### src/rtl/xcvr_pkg.sv
package xcvr_pkg;

    typedef enum logic [1:0] {
        SRC_OFF    = 2'd0,
        SRC_LIVE   = 2'd1,
        SRC_STORED = 2'd2,
        SRC_KEEP   = 2'd3
    } drv_src_e;

endpackage

### src/rtl/xcvr_mode_dec.sv
module xcvr_mode_dec
    import xcvr_pkg::*;
(
    input  logic     en_ab,
    input  logic     en_ba_n,
    input  logic     sel_ab,
    input  logic     sel_ba,
    output drv_src_e src_a,
    output drv_src_e src_b
);

    logic drive_a;
    logic keeper;

    assign drive_a = !en_ba_n;
    assign keeper  = en_ab && drive_a && !sel_ab && !sel_ba;

    always_comb begin
        unique case ({keeper, drive_a, sel_ba})
            3'b100, 3'b101, 3'b110: src_a = SRC_KEEP;
            3'b111:                 src_a = SRC_KEEP;
            3'b010:                 src_a = SRC_LIVE;
            3'b011:                 src_a = SRC_STORED;
            default:                src_a = SRC_OFF;
        endcase
    end

    always_comb begin
        unique case ({keeper, en_ab, sel_ab})
            3'b100, 3'b101, 3'b110: src_b = SRC_KEEP;
            3'b111:                 src_b = SRC_KEEP;
            3'b010:                 src_b = SRC_LIVE;
            3'b011:                 src_b = SRC_STORED;
            default:                src_b = SRC_OFF;
        endcase
    end

endmodule

### src/rtl/xcvr_cap_reg.sv
module xcvr_cap_reg #(
    parameter int W = 8
) (
    input  logic         clk,
    input  logic         rst_n,
    input  logic         strobe,
    input  logic [W-1:0] d,
    output logic [W-1:0] q,
    output logic         rise
);

    logic strobe_q;

    always_ff @(posedge clk) begin
        strobe_q <= strobe;
    end

    assign rise = strobe && !strobe_q;

    always_ff @(posedge clk or negedge rst_n) begin
        if (!rst_n) begin
            q <= '0;
        end else if (rise) begin
            q <= d;
        end
    end

endmodule

### src/rtl/xcvr_keeper.sv
module xcvr_keeper #(
    parameter int W = 8
) (
    input  logic         clk,
    input  logic         rst_n,
    input  logic [W-1:0] a_res,
    input  logic [W-1:0] b_res,
    output logic [W-1:0] hold_a,
    output logic [W-1:0] hold_b
);

    always_ff @(posedge clk or negedge rst_n) begin
        if (!rst_n) begin
            hold_a <= '0;
            hold_b <= '0;
        end else begin
            hold_a <= a_res;
            hold_b <= b_res;
        end
    end

endmodule

### src/rtl/dual_bus_xcvr.sv
module dual_bus_xcvr
    import xcvr_pkg::*;
#(
    parameter int W = 8
) (
    input  logic         clk,
    input  logic         rst_n,
    input  logic         en_ab,
    input  logic         en_ba_n,
    input  logic         sel_ab,
    input  logic         sel_ba,
    input  logic         cap_ab,
    input  logic         cap_ba,
    input  logic [W-1:0] a_in,
    input  logic         a_ext,
    output logic [W-1:0] a_out,
    output logic         a_oe,
    input  logic [W-1:0] b_in,
    input  logic         b_ext,
    output logic [W-1:0] b_out,
    output logic         b_oe
);

    drv_src_e       src_a, src_b;
    logic [W-1:0]   reg_ab, reg_ba;
    logic [W-1:0]   hold_a, hold_b;
    logic [W-1:0]   a_base, b_base;
    logic [W-1:0]   a_res, b_res;
    logic           rise_ab, rise_ba;

    xcvr_mode_dec u_dec (
        .en_ab   (en_ab),
        .en_ba_n (en_ba_n),
        .sel_ab  (sel_ab),
        .sel_ba  (sel_ba),
        .src_a   (src_a),
        .src_b   (src_b)
    );

    xcvr_cap_reg #(.W(W)) u_reg_ab (
        .clk    (clk),
        .rst_n  (rst_n),
        .strobe (cap_ab),
        .d      (a_res),
        .q      (reg_ab),
        .rise   (rise_ab)
    );

    xcvr_cap_reg #(.W(W)) u_reg_ba (
        .clk    (clk),
        .rst_n  (rst_n),
        .strobe (cap_ba),
        .d      (b_res),
        .q      (reg_ba),
        .rise   (rise_ba)
    );

    xcvr_keeper #(.W(W)) u_keep (
        .clk    (clk),
        .rst_n  (rst_n),
        .a_res  (a_res),
        .b_res  (b_res),
        .hold_a (hold_a),
        .hold_b (hold_b)
    );

    // Bus value ignoring any live pass-through from the opposite side.
    always_comb begin
        if (a_ext)                    a_base = a_in;
        else if (src_a == SRC_STORED) a_base = reg_ba;
        else                          a_base = hold_a;
        if (b_ext)                    b_base = b_in;
        else if (src_b == SRC_STORED) b_base = reg_ab;
        else                          b_base = hold_b;
    end

    // Resolved bus values; live paths only reference the other side's base.
    always_comb begin
        unique case (src_a)
            SRC_KEEP: a_res = a_ext ? a_in : (b_ext ? b_in : hold_a);
            SRC_LIVE: a_res = a_ext ? a_in : b_base;
            default:  a_res = a_base;
        endcase
        unique case (src_b)
            SRC_KEEP: b_res = b_ext ? b_in : (a_ext ? a_in : hold_b);
            SRC_LIVE: b_res = b_ext ? b_in : a_base;
            default:  b_res = b_base;
        endcase
    end

    always_comb begin
        unique case (src_a)
            SRC_OFF:    a_out = '0;
            SRC_LIVE:   a_out = b_base;
            SRC_STORED: a_out = reg_ba;
            SRC_KEEP:   a_out = b_ext ? b_in : (a_ext ? a_in : hold_a);
            default:    a_out = '0;
        endcase
        unique case (src_b)
            SRC_OFF:    b_out = '0;
            SRC_LIVE:   b_out = a_base;
            SRC_STORED: b_out = reg_ab;
            SRC_KEEP:   b_out = a_ext ? a_in : (b_ext ? b_in : hold_b);
            default:    b_out = '0;
        endcase
    end

    assign a_oe = (src_a != SRC_OFF);
    assign b_oe = (src_b != SRC_OFF);

endmodule

### config.mk
export PLATFORM = sky130hd
export DESIGN_NAME = dual_bus_xcvr
export DESIGN_NICKNAME = d
export VERILOG_FILES = /design/src/rtl/xcvr_pkg.sv /design/src/rtl/xcvr_mode_dec.sv /design/src/rtl/xcvr_cap_reg.sv /design/src/rtl/xcvr_keeper.sv /design/src/rtl/dual_bus_xcvr.sv
export SDC_FILE = /design/constraint.sdc
export NUM_CORES = 1
export LEC_CHECK = 0
export ABC_AREA = 1
export BUFFER_PORTS_ARGS = -buffer_cell sky130_fd_sc_hd__buf_2
export CORE_MARGIN = 2
export CORE_UTILIZATION = 46
export DETAILED_ROUTE_END_ITERATION = 10
export PLACE_DENSITY = 0.71
export SETUP_SLACK_MARGIN = 0.1
export SLEW_MARGIN = 20
export SYNTH_ARGS = -nofsm -noshare
export SYNTH_HDL_FRONTEND = slang
export SYNTH_SLANG_ARGS = --single-unit
### constraint.sdc
create_clock -name clk -period 2.59 [get_ports clk]
set_input_delay 0.518 -clock clk [delete_from_list [all_inputs] [get_ports clk]]
set_output_delay 0.518 -clock clk [all_outputs]
set_load 0.01 [all_outputs]
After elaboration in Yosys (flattened, before gate mapping)
Cells that the tools add are included.
{"block": "op_classes", "addsub": 0, "mul": 0, "div": 0, "order_cmp": 0, "eq_ne": 18, "shift": 0, "n_mux": 20, "bitwise": 0, "n_reduce_logical": 16}
{"operator": "$mux 8", "n": 14}
{"operator": "$pmux 8 s4", "n": 2}
{"operator": "$pmux 8 s2", "n": 2}
{"operator": "$eq 3x3->1 const B", "n": 8}
{"operator": "$eq 3x2->1 const B", "n": 4}
{"operator": "$pmux 2 s3", "n": 2}
{"operator": "$eq 2x2->1 const B", "n": 4}
{"operator": "$reduce_or 4->1", "n": 2}
{"operator": "$logic_and 1x1->1", "n": 5}
{"operator": "$logic_not 1->1", "n": 5}
{"operator": "$eq 2x1->1 const B", "n": 2}
{"operator": "$logic_not 2->1", "n": 2}
{"operator": "$reduce_bool 2->1", "n": 2}
{"block": "word_totals", "reg_bits": 34, "latch_bits": 0, "ramBits": 0, "mem_bits_ro": 0, "inputBits": 26, "output_inout_bits": 18, "memories": 0}

Logic depth before layout (Yosys ltp)
{"block": "logic_depth", "depth_word": 12, "ltp_mapped": 12, "mapped_depth_nobuf": 11}

Modules after synthesis
A second synthesis with hierarchy kept.
{"block": "hier_totals", "hier_cells": 447, "area_unflattened_um2": 2748.9}
{"mod": "dual_bus_xcvr", "instances": 1, "cells_each": 348, "area_each_um2": 1575.3}
{"mod": "xcvr_cap_reg", "instances": 2, "cells_each": 37, "area_each_um2": 366.6}
{"mod": "xcvr_keeper", "instances": 1, "cells_each": 16, "area_each_um2": 400.4}
{"mod": "xcvr_mode_dec", "instances": 1, "cells_each": 9, "area_each_um2": 40.0}

Worst setup path before layout
OpenSTA, ideal clock, no wires.
{"block": "synth_timing", "path_kind": "input-to-output", "startpoint": "input a_ext", "endpoint": "output a_out[1]", "arrival_ns": 1.419, "required_time_ns": 2.072, "path_slack_ns": 0.653, "cell_stages": 7, "n_path_buf": 3, "cell_sequence": "buf_4 buf_2 buf_2 nor2_1 o21ai_0 nand3_1 o211ai_1"}
{"block": "synth_between", "elab_chain_cells": 3}
{"element": "start, declared", "line": "dual_bus_xcvr.sv:15", "rtl": "input logic a_ext,"}
{"element": "$mux 8 (2 in a row)", "line": "dual_bus_xcvr.sv:96", "rtl": "SRC_KEEP: a_out = b_ext ? b_in : (a_ext ? a_in : hold_a);"}
{"element": "$pmux 8 s4", "line": "dual_bus_xcvr.sv:92", "rtl": "unique case (src_a)"}
{"element": "end, declared", "line": "dual_bus_xcvr.sv:16", "rtl": "output logic [W-1:0] a_out,"}
No other way between the ends.

Worst setup path in the final report
{"block": "layout_timing", "startpoint": "input sel_ab", "endpoint": "output a_out[2]"}
{"block": "layout_between", "elab_chain_cells": 10, "elab_cells_between_ends": 27, "cone_classes": "eq/ne (16); mux (5); reduce/logical (6)"}
{"element": "start, declared", "line": "dual_bus_xcvr.sv:10", "rtl": "input logic sel_ab,"}
{"element": "$logic_not 1->1", "line": "xcvr_mode_dec.sv:16", "rtl": "assign keeper = en_ab && drive_a && !sel_ab && !sel_ba;"}
{"element": "$logic_and 1x1->1 (2 in a row)", "line": "xcvr_mode_dec.sv:16"}
{"element": "$eq 3x3->1", "line": "xcvr_mode_dec.sv:29", "rtl": "unique case ({keeper, en_ab, sel_ab})"}
{"element": "$reduce_or 4->1 (no source line)"}
{"element": "$pmux 2 s3", "line": "xcvr_mode_dec.sv:29"}
{"element": "$eq 2x2->1", "line": "dual_bus_xcvr.sv:73", "rtl": "else if (src_b == SRC_STORED) b_base = reg_ab;"}
{"element": "$mux 8", "line": "dual_bus_xcvr.sv:73"}
{"element": "$mux 8", "line": "dual_bus_xcvr.sv:72", "rtl": "if (b_ext) b_base = b_in;"}
{"element": "$pmux 8 s4 *", "line": "dual_bus_xcvr.sv:92"}
Every way passes the cells marked *; elsewhere a longest branch is shown, timed or not.

==> insert_results.sql <==
INSERT INTO impl_metrics (metric_group, metric, value, unit) VALUES
('clock_tree', 'postCtsSetupBuffers', '0', ''),
('placement', 'placement.setup.worst_slack', '0.305', 'ns'),
('global_routing', 'grt_pass1_wl', '13.1', 'mm'),
('logic_synthesis', 'ys_ff_latch', '34', ''),
('logic_synthesis', 'simple_gate_share_of_the_synthesized_area', '46.4', '%'),
('status', 'run_status', 'finished clean', ''),
('global_routing', 'grt_max_degree', '33', ''),
('logic_synthesis', 'synth_nets', '412', ''),
('global_routing', 'grt_use_total', '26.8', '%'),
('timing', 'rsz_0062_raised_after_global_routing', 'no', ''),
('logic_synthesis', 'synth_compound_gate_area_share', '10.6', '%'),
('global_routing', 'grt_antenna_before_repair', '0', ''),
('layout', 'layout.cell_area.non_filler', '3020', 'um2'),
('logic_synthesis', 'distinct_cell_type_count_after_synthesis', '34', ''),
('setup_path', 'worst_ep_arrival', '1.78', 'ns'),
('clock_tree', 'cts.clk_slew.worst_paths', '0.07', 'ns'),
('route', 'drcViolationCount', '0', ''),
('floorplan', 'dieWidth', '79.7', 'um'),
('setup_path', 'rr_worst_depth', '7', ''),
('logic_synthesis', 'synth-seq-area-share', '31.9', '%'),
('layout', 'mostFrequentLayoutCells', 'sky130_fd_sc_hd__nand2_1 (114), sky130_fd_sc_hd__nand3_1 (59), sky130_fd_sc_hd__buf_2 (43), sky130_fd_sc_hd__inv_1 (34), sky130_fd_sc_hd__dfrtp_1 (32)', ''),
('clock_tree', 'clock_insertion_delay_worst_skew', '0.29', 'ns'),
('placement', 'port_buffers', '43', ''),
('setup_path', 'setup_crit_path_kind', 'in -> out', ''),
('logic_synthesis', 'syn_std_cell_area', '2640', 'um2'),
('logic_synthesis', 'yosys.area_share.adder', '0', '%'),
('logic_synthesis', 'ys_warn_count', '0', ''),
('timing', 'fin_crit_sh', '88.7', '%'),
('floorplan', 'chipHeight', '79.7', 'um'),
('route', 'antenna_violating_nets_post_route', '0', ''),
('route', 'iteration_0_drc_count_of_the_detailed_router', '308', ''),
('timing', 'setup_viol', '0', ''),
('clock_tree', 'cts_buffer_depth', '2', ''),
('timing', 'post-route-min-period', '2.30', 'ns'),
('route', 'drt-pass1-iter-count', '5', ''),
('setup_path', 'critPathMaxFanout', '11', ''),
('route', 'detail_route.wirelength', '7.82', 'mm'),
('logic_synthesis', 'synth_xor_area_share', '0', '%'),
('layout', 'n_antenna_cell', '0', ''),
('logic_synthesis', 'synth_top_family_by_area', 'simple AND/OR/NAND/NOR gates', ''),
('pwr', 'cellPowerDensity', '522', 'nW/um2'),
('floorplan', 'rows', '27', ''),
('timing', 'max_slew.worst_pin.slew', '0.784', 'ns'),
('floorplan', 'die_area', '6350', 'um2'),
('clock_tree', 'cts_buffers', '5', ''),
('placement', 'hpwl', '5.49', 'mm'),
('route', 'vias', '2750', ''),
('pwr', 'overall_power_consumption', '1.57', 'mW'),
('clock_tree', 'cts_tree', 'built', ''),
('logic_synthesis', 'number_of_cells_produced_by_synthesis', '386', ''),
('timing', 'clock_skew', '0.00563', 'ns'),
('logic_synthesis', 'synth_mux_area_share', '0', '%'),
('clock_tree', 'post_cts_resized', '0', ''),
('pwr', 'p_leak', '1.58', 'nW'),
('timing', 'worst_hold_slack', '0.299', 'ns'),
('floorplan', 'core', '5510', 'um2'),
('timing', 'finalHoldViolCount', '0', ''),
('timing', 'maxClockFrequency', '435', 'MHz'),
('pwr', 'power.ir.vdd_worst', '0.000281', 'V'),
('layout', 'drive_above_1_share', '25.3', '%'),
('setup_path', 'critical_path.endpoint_type', 'output pin', ''),
('placement', 'cell_area_reported_after_detailed_placement', '2910', 'um2'),
('floorplan', 'io-pin-count', '44', ''),
('global_routing', 'gr-total-overflow', '0', ''),
('global_routing', 'grt_pass1_vias', '2640', ''),
('clock_tree', 'cts.sink_count', '34', ''),
('layout', 'most_common_cell_after_layout_fill_and_taps_aside', 'sky130_fd_sc_hd__nand2_1', ''),
('timing', 'tns', '0', 'ns'),
('placement', 'instance_count_after_placement_with_tap_cells_included', '495', ''),
('clock_tree', 'cts_max_level', '2', ''),
('logic_synthesis', 'post_synth.cell_area_avg', '6.83', 'um2');
registers in the layout, indices dropped and copies added, names as in the netlist:
register	flops
u_reg_ab.strobe_q	1
u_reg_ab.q	8
u_keep.hold_b	8
u_keep.hold_a	8
u_reg_ba.q	8
u_reg_ba.strobe_q	1
cell families after synthesis:
family	after synthesis
and+or+nand+nor	251
DFF	34
buffers and inverters	60
AOI/OAI and AO/OA	41
layer usage:
layer	wire length, um	vias to the layer above	part of all wire (%)	GRT usage, %
li1	-	1351	-	-
met1	3540	1243	45	37.9
met2	3520	144	45	40.5
met3	621	12	7.9	5.09
met4	143	0	1.8	10.3
met5	0	-	0	0
synthesized netlist by cell type:
cell type / n / area [um2]
sky130_fd_sc_hd__o21ai_1: 8 / 40.0
sky130_fd_sc_hd__nand2_4: 3 / 33.8
sky130_fd_sc_hd__nand3b_1: 3 / 22.5
sky130_fd_sc_hd__o21ai_0: 3 / 15.0
sky130_fd_sc_hd__nor2_4: 6 / 67.6
sky130_fd_sc_hd__a22oi_1: 1 / 7.51
sky130_fd_sc_hd__inv_4: 1 / 6.26
sky130_fd_sc_hd__o221ai_1: 8 / 70.1
sky130_fd_sc_hd__buf_2: 5 / 25.0
sky130_fd_sc_hd__nand2_2: 12 / 75.1
sky130_fd_sc_hd__nand3_2: 10 / 100
sky130_fd_sc_hd__nor2_1: 30 / 113
sky130_fd_sc_hd__clkinv_1: 2 / 7.51
sky130_fd_sc_hd__or2_2: 1 / 6.26
sky130_fd_sc_hd__o211ai_1: 10 / 75.1
sky130_fd_sc_hd__nor2_2: 7 / 43.8
sky130_fd_sc_hd__or2_1: 6 / 37.5
sky130_fd_sc_hd__buf_6: 3 / 33.8
sky130_fd_sc_hd__clkinv_4: 1 / 8.76
sky130_fd_sc_hd__o22ai_1: 1 / 6.26
sky130_fd_sc_hd__buf_12: 1 / 20.0
sky130_fd_sc_hd__o2111ai_1: 2 / 17.5
sky130_fd_sc_hd__dfxtp_1: 2 / 40.0
sky130_fd_sc_hd__inv_1: 34 / 128
sky130_fd_sc_hd__nand3_1: 59 / 295
sky130_fd_sc_hd__a21oi_2: 1 / 8.76
sky130_fd_sc_hd__clkbuf_1: 2 / 7.51
sky130_fd_sc_hd__buf_4: 4 / 30.0
sky130_fd_sc_hd__nand2_1: 114 / 428
sky130_fd_sc_hd__dfrtp_1: 32 / 801
sky130_fd_sc_hd__inv_2: 6 / 22.5
sky130_fd_sc_hd__a31oi_1: 4 / 25.0
sky130_fd_sc_hd__buf_1: 1 / 3.75
sky130_fd_sc_hd__a21oi_1: 3 / 15.0
area by class of cell:
class	count	area (um2)
clock buffers	5	68.8
clock inverters	3	40.0
fillers	548	2490
inverters	44	173
multi-input cells	292	1500
flip-flops and latches	34	841
well taps	72	90.1
repair buffers	53	303
path summary, 6_finish.rpt:
kind | slack (ns) | end | start
hold / removal | 0.30 | u_keep.hold_b[2] | rst_n
max in group asynchronous | 1.79 | u_keep.hold_b[4] | rst_n
setup / recovery | 0.29 | a_out[2] | sel_ab
hold reg to reg | 0.49 | u_reg_ba.q[4] | u_reg_ba.q[4]
min in group clk | 0.33 | u_reg_ba.strobe_q | cap_ba
setup reg to reg | 1.38 | u_reg_ba.q[7] | u_keep.hold_b[7]
worst max-delay path: stages:
cell	delay [ns]
sky130_fd_sc_hd__buf_2	0.16
sky130_fd_sc_hd__inv_2	0.08
sky130_fd_sc_hd__nand2_4	0.12
sky130_fd_sc_hd__buf_4	0.22
sky130_fd_sc_hd__nor2_1	0.17
sky130_fd_sc_hd__nand3_1	0.11
sky130_fd_sc_hd__o221ai_1	0.22
sky130_fd_sc_hd__buf_2	0.17
where the power goes:
group	leakage, nW	internal, mW	switching (mW)	total, mW
sequential	0.404	0.603	0.0397	0.642
combinational	1.12	0.156	0.283	0.439
clock	0.0579	0.283	0.209	0.493
total	1.58	1.04	0.532	1.57
Note: power is estimated with default switching activity, not from simulation.
